[src/rtl/dramstub_pkg.sv]
package dramstub_pkg;

    localparam int unsigned WORD_W = 32;

    // Word indices (byte offset / 4) of the implemented registers.
    localparam int unsigned IDX_CTRL   = 'h00;
    localparam int unsigned IDX_ZQCTL  = 'h2A;
    localparam int unsigned IDX_ZQSTAT = 'h2C;

    // Bit positions with behaviour attached.
    localparam int unsigned BIT_INIT_GO  = 31;
    localparam int unsigned BIT_TRAIN_GO = 30;
    localparam int unsigned BIT_ZQ_DONE  = 31;

    // Reset contents.
    localparam logic [WORD_W-1:0] RST_CTRL   = 32'h8002_0000;
    localparam logic [WORD_W-1:0] RST_ZQCTL  = 32'h07B0_0000;
    localparam logic [WORD_W-1:0] RST_ZQSTAT = 32'h8000_0000;

    typedef enum logic [2:0] {
        RGN_CTRL,
        RGN_ZQCTL,
        RGN_ZQSTAT,
        RGN_HOLE,
        RGN_OOR
    } region_e;

endpackage

[src/rtl/dramstub_decode.sv]
module dramstub_decode
    import dramstub_pkg::*;
#(
    parameter int unsigned IDX_W     = 10,
    parameter int unsigned OOR_FIRST = 'hB9
) (
    input  logic [IDX_W-1:0] idx,
    output region_e          region
);

    localparam logic [IDX_W-1:0] L_CTRL   = IDX_W'(IDX_CTRL);
    localparam logic [IDX_W-1:0] L_ZQCTL  = IDX_W'(IDX_ZQCTL);
    localparam logic [IDX_W-1:0] L_ZQSTAT = IDX_W'(IDX_ZQSTAT);

    always_comb begin
        if (32'(idx) >= OOR_FIRST) begin
            region = RGN_OOR;
        end else begin
            unique case (idx)
                L_CTRL:   region = RGN_CTRL;
                L_ZQCTL:  region = RGN_ZQCTL;
                L_ZQSTAT: region = RGN_ZQSTAT;
                default:  region = RGN_HOLE;
            endcase
        end
    end

endmodule

[src/rtl/dramstub_regs.sv]
module dramstub_regs
    import dramstub_pkg::*;
(
    input  logic              clk,
    input  logic              rst,
    input  logic              wr,
    input  region_e           region,
    input  logic [WORD_W-1:0] wdata,
    output logic [WORD_W-1:0] ctrl_q,
    output logic [WORD_W-1:0] zqctl_q,
    output logic [WORD_W-1:0] zqstat_q
);

    localparam logic [WORD_W-1:0] GO_MASK =
        (WORD_W'(1) << BIT_INIT_GO) | (WORD_W'(1) << BIT_TRAIN_GO);
    localparam logic [WORD_W-1:0] DONE_MASK = WORD_W'(1) << BIT_ZQ_DONE;

    logic [WORD_W-1:0] ctrl_d, zqctl_d, zqstat_d;

    always_comb begin
        ctrl_d   = ctrl_q;
        zqctl_d  = zqctl_q;
        zqstat_d = zqstat_q;
        if (wr) begin
            unique case (region)
                RGN_CTRL:   ctrl_d   = wdata & ~GO_MASK;
                RGN_ZQCTL: begin
                    zqctl_d  = wdata;
                    zqstat_d = zqstat_q | DONE_MASK;
                end
                RGN_ZQSTAT: zqstat_d = wdata;
                default: ;
            endcase
        end
    end

    always_ff @(posedge clk) begin
        if (rst) begin
            ctrl_q   <= RST_CTRL;
            zqctl_q  <= RST_ZQCTL;
            zqstat_q <= RST_ZQSTAT;
        end else begin
            ctrl_q   <= ctrl_d;
            zqctl_q  <= zqctl_d;
            zqstat_q <= zqstat_d;
        end
    end

    assert_reset_values_R1: assert property (@(posedge clk)
        rst |=> (ctrl_q == RST_CTRL && zqctl_q == RST_ZQCTL && zqstat_q == RST_ZQSTAT));

    assert_init_go_clears_R2: assert property (@(posedge clk) disable iff (rst)
        (wr && region == RGN_CTRL) |=> !ctrl_q[BIT_INIT_GO]);

    assert_train_go_clears_R3: assert property (@(posedge clk) disable iff (rst)
        (wr && region == RGN_CTRL) |=> !ctrl_q[BIT_TRAIN_GO]);

    assert_zq_done_sets_R4: assert property (@(posedge clk) disable iff (rst)
        (wr && region == RGN_ZQCTL) |=> zqstat_q[BIT_ZQ_DONE]);

    assert_zq_other_bits_R4: assert property (@(posedge clk) disable iff (rst)
        (wr && region == RGN_ZQCTL) |=> zqstat_q[BIT_ZQ_DONE-1:0] == $past(zqstat_q[BIT_ZQ_DONE-1:0]));

    assert_status_write_R5: assert property (@(posedge clk) disable iff (rst)
        (wr && region == RGN_ZQSTAT) |=> zqstat_q == $past(wdata));

    assert_stray_write_inert_R8: assert property (@(posedge clk) disable iff (rst)
        (wr && (region == RGN_HOLE || region == RGN_OOR))
        |=> ($stable(ctrl_q) && $stable(zqctl_q) && $stable(zqstat_q)));

endmodule

[src/rtl/dramstub_rdport.sv]
module dramstub_rdport
    import dramstub_pkg::*;
(
    input  logic              clk,
    input  logic              rst,
    input  logic              rd,
    input  region_e           region,
    input  logic [WORD_W-1:0] ctrl_q,
    input  logic [WORD_W-1:0] zqctl_q,
    input  logic [WORD_W-1:0] zqstat_q,
    output logic [WORD_W-1:0] rdata
);

    logic [WORD_W-1:0] sel_word;

    always_comb begin
        unique case (region)
            RGN_CTRL:   sel_word = ctrl_q;
            RGN_ZQCTL:  sel_word = zqctl_q;
            RGN_ZQSTAT: sel_word = zqstat_q;
            default:    sel_word = '0;
        endcase
    end

    always_ff @(posedge clk) begin
        if (rst) begin
            rdata <= '0;
        end else if (rd) begin
            rdata <= sel_word;
        end
    end

    assert_hole_reads_zero_R6: assert property (@(posedge clk) disable iff (rst)
        (rd && region == RGN_HOLE) |=> rdata == '0);

    assert_oor_reads_zero_R7: assert property (@(posedge clk) disable iff (rst)
        (rd && region == RGN_OOR) |=> rdata == '0);

    assert_status_read_old_R11: assert property (@(posedge clk) disable iff (rst)
        (rd && region == RGN_ZQSTAT) |=> rdata == $past(zqstat_q));

endmodule

[src/rtl/dramstub_regblk.sv]
module dramstub_regblk
    import dramstub_pkg::*;
#(
    parameter int unsigned IDX_W     = 10,
    parameter int unsigned OOR_FIRST = 'hB9
) (
    input  logic              clk,
    input  logic              rst,
    input  logic [IDX_W-1:0]  bus_addr,
    input  logic [WORD_W-1:0] bus_wdata,
    input  logic              bus_wr,
    input  logic              bus_rd,
    output logic [WORD_W-1:0] bus_rdata,
    output logic              wr_hole_pulse,
    output logic              wr_oor_pulse
);

    region_e           region;
    logic [WORD_W-1:0] ctrl_q, zqctl_q, zqstat_q;

    dramstub_decode #(.IDX_W(IDX_W), .OOR_FIRST(OOR_FIRST)) u_decode (
        .idx    (bus_addr),
        .region (region)
    );

    dramstub_regs u_regs (
        .clk      (clk),
        .rst      (rst),
        .wr       (bus_wr),
        .region   (region),
        .wdata    (bus_wdata),
        .ctrl_q   (ctrl_q),
        .zqctl_q  (zqctl_q),
        .zqstat_q (zqstat_q)
    );

    dramstub_rdport u_rdport (
        .clk      (clk),
        .rst      (rst),
        .rd       (bus_rd),
        .region   (region),
        .ctrl_q   (ctrl_q),
        .zqctl_q  (zqctl_q),
        .zqstat_q (zqstat_q),
        .rdata    (bus_rdata)
    );

    always_ff @(posedge clk) begin
        if (rst) begin
            wr_hole_pulse <= 1'b0;
            wr_oor_pulse  <= 1'b0;
        end else begin
            wr_hole_pulse <= bus_wr && (region == RGN_HOLE);
            wr_oor_pulse  <= bus_wr && (region == RGN_OOR);
        end
    end

    assert_pulses_exclusive_R9: assert property (@(posedge clk) disable iff (rst)
        $onehot0({wr_hole_pulse, wr_oor_pulse}));

    assert_hole_pulse_cause_R9: assert property (@(posedge clk) disable iff (rst)
        wr_hole_pulse |-> ($past(bus_wr) && 32'($past(bus_addr)) < OOR_FIRST));

    assert_oor_pulse_cause_R10: assert property (@(posedge clk) disable iff (rst)
        wr_oor_pulse |-> ($past(bus_wr) && 32'($past(bus_addr)) >= OOR_FIRST));

    assert_rdata_holds_R11: assert property (@(posedge clk) disable iff (rst)
        !bus_rd |=> $stable(bus_rdata));

endmodule

[config.mk]
export PLATFORM = sky130hd
export DESIGN_NAME = dramstub_regblk
export DESIGN_NICKNAME = d
export VERILOG_FILES = /design/src/rtl/dramstub_pkg.sv /design/src/rtl/dramstub_decode.sv /design/src/rtl/dramstub_regs.sv /design/src/rtl/dramstub_rdport.sv /design/src/rtl/dramstub_regblk.sv
export SDC_FILE = /design/constraint.sdc
export NUM_CORES = 1
export LEC_CHECK = 0
export BUFFER_PORTS_ARGS = -buffer_cell sky130_fd_sc_hd__buf_2
export CORE_UTILIZATION = 63
export CTS_BUF_LIST = sky130_fd_sc_hd__clkbuf_8
export CTS_CLUSTER_DIAMETER = 80
export DETAILED_ROUTE_END_ITERATION = 12
export GPL_ROUTABILITY_DRIVEN = 0
export HOLD_SLACK_MARGIN = 0.08
export PLACE_DENSITY_LB_ADDON = 0.05
export SLEW_MARGIN = 20
export SYNTH_ARGS = -nofsm -noshare
export SYNTH_HDL_FRONTEND = slang
export SYNTH_SLANG_ARGS = --single-unit
[constraint.sdc]
create_clock -name clk -period 2.5 [get_ports clk]
set_clock_uncertainty 0.05 [all_clocks]
set_input_delay 0.5 -clock clk [delete_from_list [all_inputs] [get_ports clk]]
set_output_delay 0.5 -clock clk [all_outputs]
set_load 0.01 [all_outputs]
==> results by group <==
Run status
  • Status: finished, final reports clean

Timing
  • Fin. Hold Viols: 0
  • Achievable Freq: between 500 and 600 MHz
  • Slew margin rel.: 0.6078
  • Hold WS: roughly 0.27 ns
  • RSZ-0062 raised after global routing: false
  • Worst-Margin Slew: 0.5838 ns
  • Final setup vio count: 0
  • Final TNS setup: 0 ns
  • Slew Limit Fails: 0
  • Final Worst Setup Slack: approximately 0.64 ns
  • Final min period: 1.865 ns
  • Final Cycle Share: 0.7459

Worst setup path
  • Worst Path Arrival: between 2 and 2.5 ns
  • Crit. End Element: flop
  • Crit-path max FO: 31
  • CP Class: input pin to flop
  • Startpoint Class: input pin
  • Crit path required time: 2.79 ns

Power and ir drop
  • Int Power: roughly 3.0 mW
  • Switch Pwr: ~0.95 mW
  • LEAKAGE: 2.135 nW
  • Comb power frac: 0.041
  • Tot Pwr: ~4.0 mW
  • Reg power frac: 0.519
  • Maximum VDD drop: approximately 0.55 mV
  • Sw Ratio: 0.2412
  • Clock network fraction of total power: 0.440
  • Pwr dens: between 600 and 700 mW/mm2

Detailed routing
  • DR DRC count: 0
  • WL per Instance: ~17 um
  • Post-route ant nets: 0
  • Routed vias/inst: 5.921
  • Number of iterations in the first detailed-routing pass: 5
  • Iteration-0 DRC Markers: 255
  • Final WL: 13310 um
  • DR vias: 4731

Job
  • Max-Cap Viols: 0

Synthesis
  • Synth unique cells: 27
  • #FFs+latches synth: approximately 130
  • Register area share after synthesis: 0.4784
  • Netlist Area Pre-Place: roughly 0.0054 mm2
  • Cells after Synth: between 600 and 700
  • Mapped Avg Cell Area: a little under 9 um2
  • Yosys Warn Count: 0
  • Mapped Nets: ~660

Global route
  • First-pass GRT wire length: roughly 21000 um
  • Largest net degree at the start of global routing: 50
  • Total gr overflow: 0
  • Vias in the first global route: roughly 4600
  • Gr usage total: 0.3112
  • Initial antenna violation count: 0

Clock tree
  • Clock transition at path regs: 0.08 ns
  • CTS tree: done
  • Num CTS Buffers: 17
  • Post-CTS setup buffers: 0
  • Clock Tree Buf Depth: 2
  • Resize count post-CTS: 0
  • Cts hold-fix bufs: 0
  • CTS root buffer: clkbuf_8
  • Clock Latency Late Sink: approximately 0.43 ns
  • H-tree level count: 4
  • CTS Sinks: between 100 and 150

Layout
  • Register area: 0.002582 mm2
  • Layout area overhead: 15.41%
  • Most frequent cells in the layout: nand2_1 (187), dfxtp_1 (129), a21oi_1 (89)
  • Nets: slightly above 700
  • Filler instances: 636
  • Diode count: 0
  • Multi-input logic area: 0.002560 mm2
  • Commonest non-fill, non-tap cell in the layout: nand2_1
  • Layout cells sized above 1: 0.2349
  • Final core utilization: 0.7544

Floorplan
  • I/O pins: 80
  • # rows: 33
  • Starting density of the core: 0.6536
  • Die width: about 95 um
  • Die ar.: slightly below 0.009 mm2
  • Core Footprint: approximately 0.0083 mm2
  • Die height: roughly 95 um

Placement
  • Port Buf Inserts: between 70 and 80
  • Setup WS pre-CTS: around 0.23 ns
  • DP Wirelength: ~8000 um

Worst hold path
  • HP Class: input pin to flop
final cells by class:
class / count / area share
clock inverter: 15 / 0.02551
timing repair buffer: 96 / 0.09038
sequential: 129 / 0.4145
clock buffer: 17 / 0.03756
multi-input combinational: 437 / 0.4109
tap: 105 / 0.02109
kinds of logic after synthesis:
group,Yosys count,synth area share
simple gates,253,0.2151
compound gates,184,0.2592
flops,129,0.4784
buf+inv,50,0.04729
final timing paths:
path	from	end	slack, ns	cells past startpoint
max	bus_addr[6]	u_rdport.rdata[6]	0.64	5
min	bus_wdata[26]	u_regs.zqctl_q[26]	0.27	3
max reg2reg	u_rdport.rdata[29]	u_rdport.rdata[29]	1.46	3
min reg2reg	u_regs.zqstat_q[4]	u_regs.zqstat_q[4]	0.40	2
state kept, by name, indices dropped and copies added (netlist names):
signal,count
u_rdport.rdata,32
u_regs.ctrl_q,31
u_regs.zqctl_q,32
u_regs.zqstat_q,32
wr_hole_pulse,1
wr_oor_pulse,1
layer usage:
layer	vias up	track usage	share of wire
li1	2278	-	-
met1	2275	0.3502	0.41
met2	153	0.5537	0.51
met3	25	0.07971	0.061
met4	0	0.1351	0.019
met5	-	0	0
cell usage after synthesis:
cell type	n	area (um2)
and3b_1	1	8.760
o311a_4	1	21.27
a21oi_1	89	445.4
nor4b_2	2	30.03
nor4_1	2	12.51
and4b_1	2	20.02
or3_1	1	6.260
a21o_1	1	7.510
buf_6	4	45.04
and3_1	4	25.02
nand2_1	187	701.9
a221oi_1	1	8.760
clkbuf_1	28	105.1
nor3_1	5	25.02
nor2_1	1	3.750
a21boi_0	31	232.7
buf_4	6	45.04
nand3_1	3	15.01
nor4_4	1	21.27
buf_2	12	60.06
a22oi_1	31	232.7
nand3b_1	9	67.56
nand2b_1	32	200.2
nand4_1	2	12.51
nand2_4	1	11.26
a221oi_2	30	450.4
dfxtp_1	129	2582
worst max-delay path, stage by stage:
cell      delay, ns
buf_2          0.11
nor3_1         0.50
o311a_4        0.33
nand2_4        0.32
a221oi_2       0.37
power by group through the flow:
| stage | logic, mW | registers (mW) | clock network (mW) |
|---|---|---|---|
| 2_1_floorplan | 0.0728 | 2.10 | 0 |
| 4_1_cts | 0.159 | 2.06 | 1.76 |
| 5_1_grt | 0.171 | 2.06 | 1.87 |
| 3_5_place_dp | 0.159 | 2.10 | 0 |
| 6_report | 0.162 | 2.06 | 1.74 |
| 3_3_place_gp | 0.156 | 2.10 | 0 |
stage by stage:
step | std cells | instance area (um2)
after floorplan | 616 | 5398
after global placement | 767 | 5837
after detailed placement | 767 | 5837
after CTS | 799 | 6230
after global routing | 799 | 6230
final | 799 | 6230
Power figures use the tool's default switching activity.
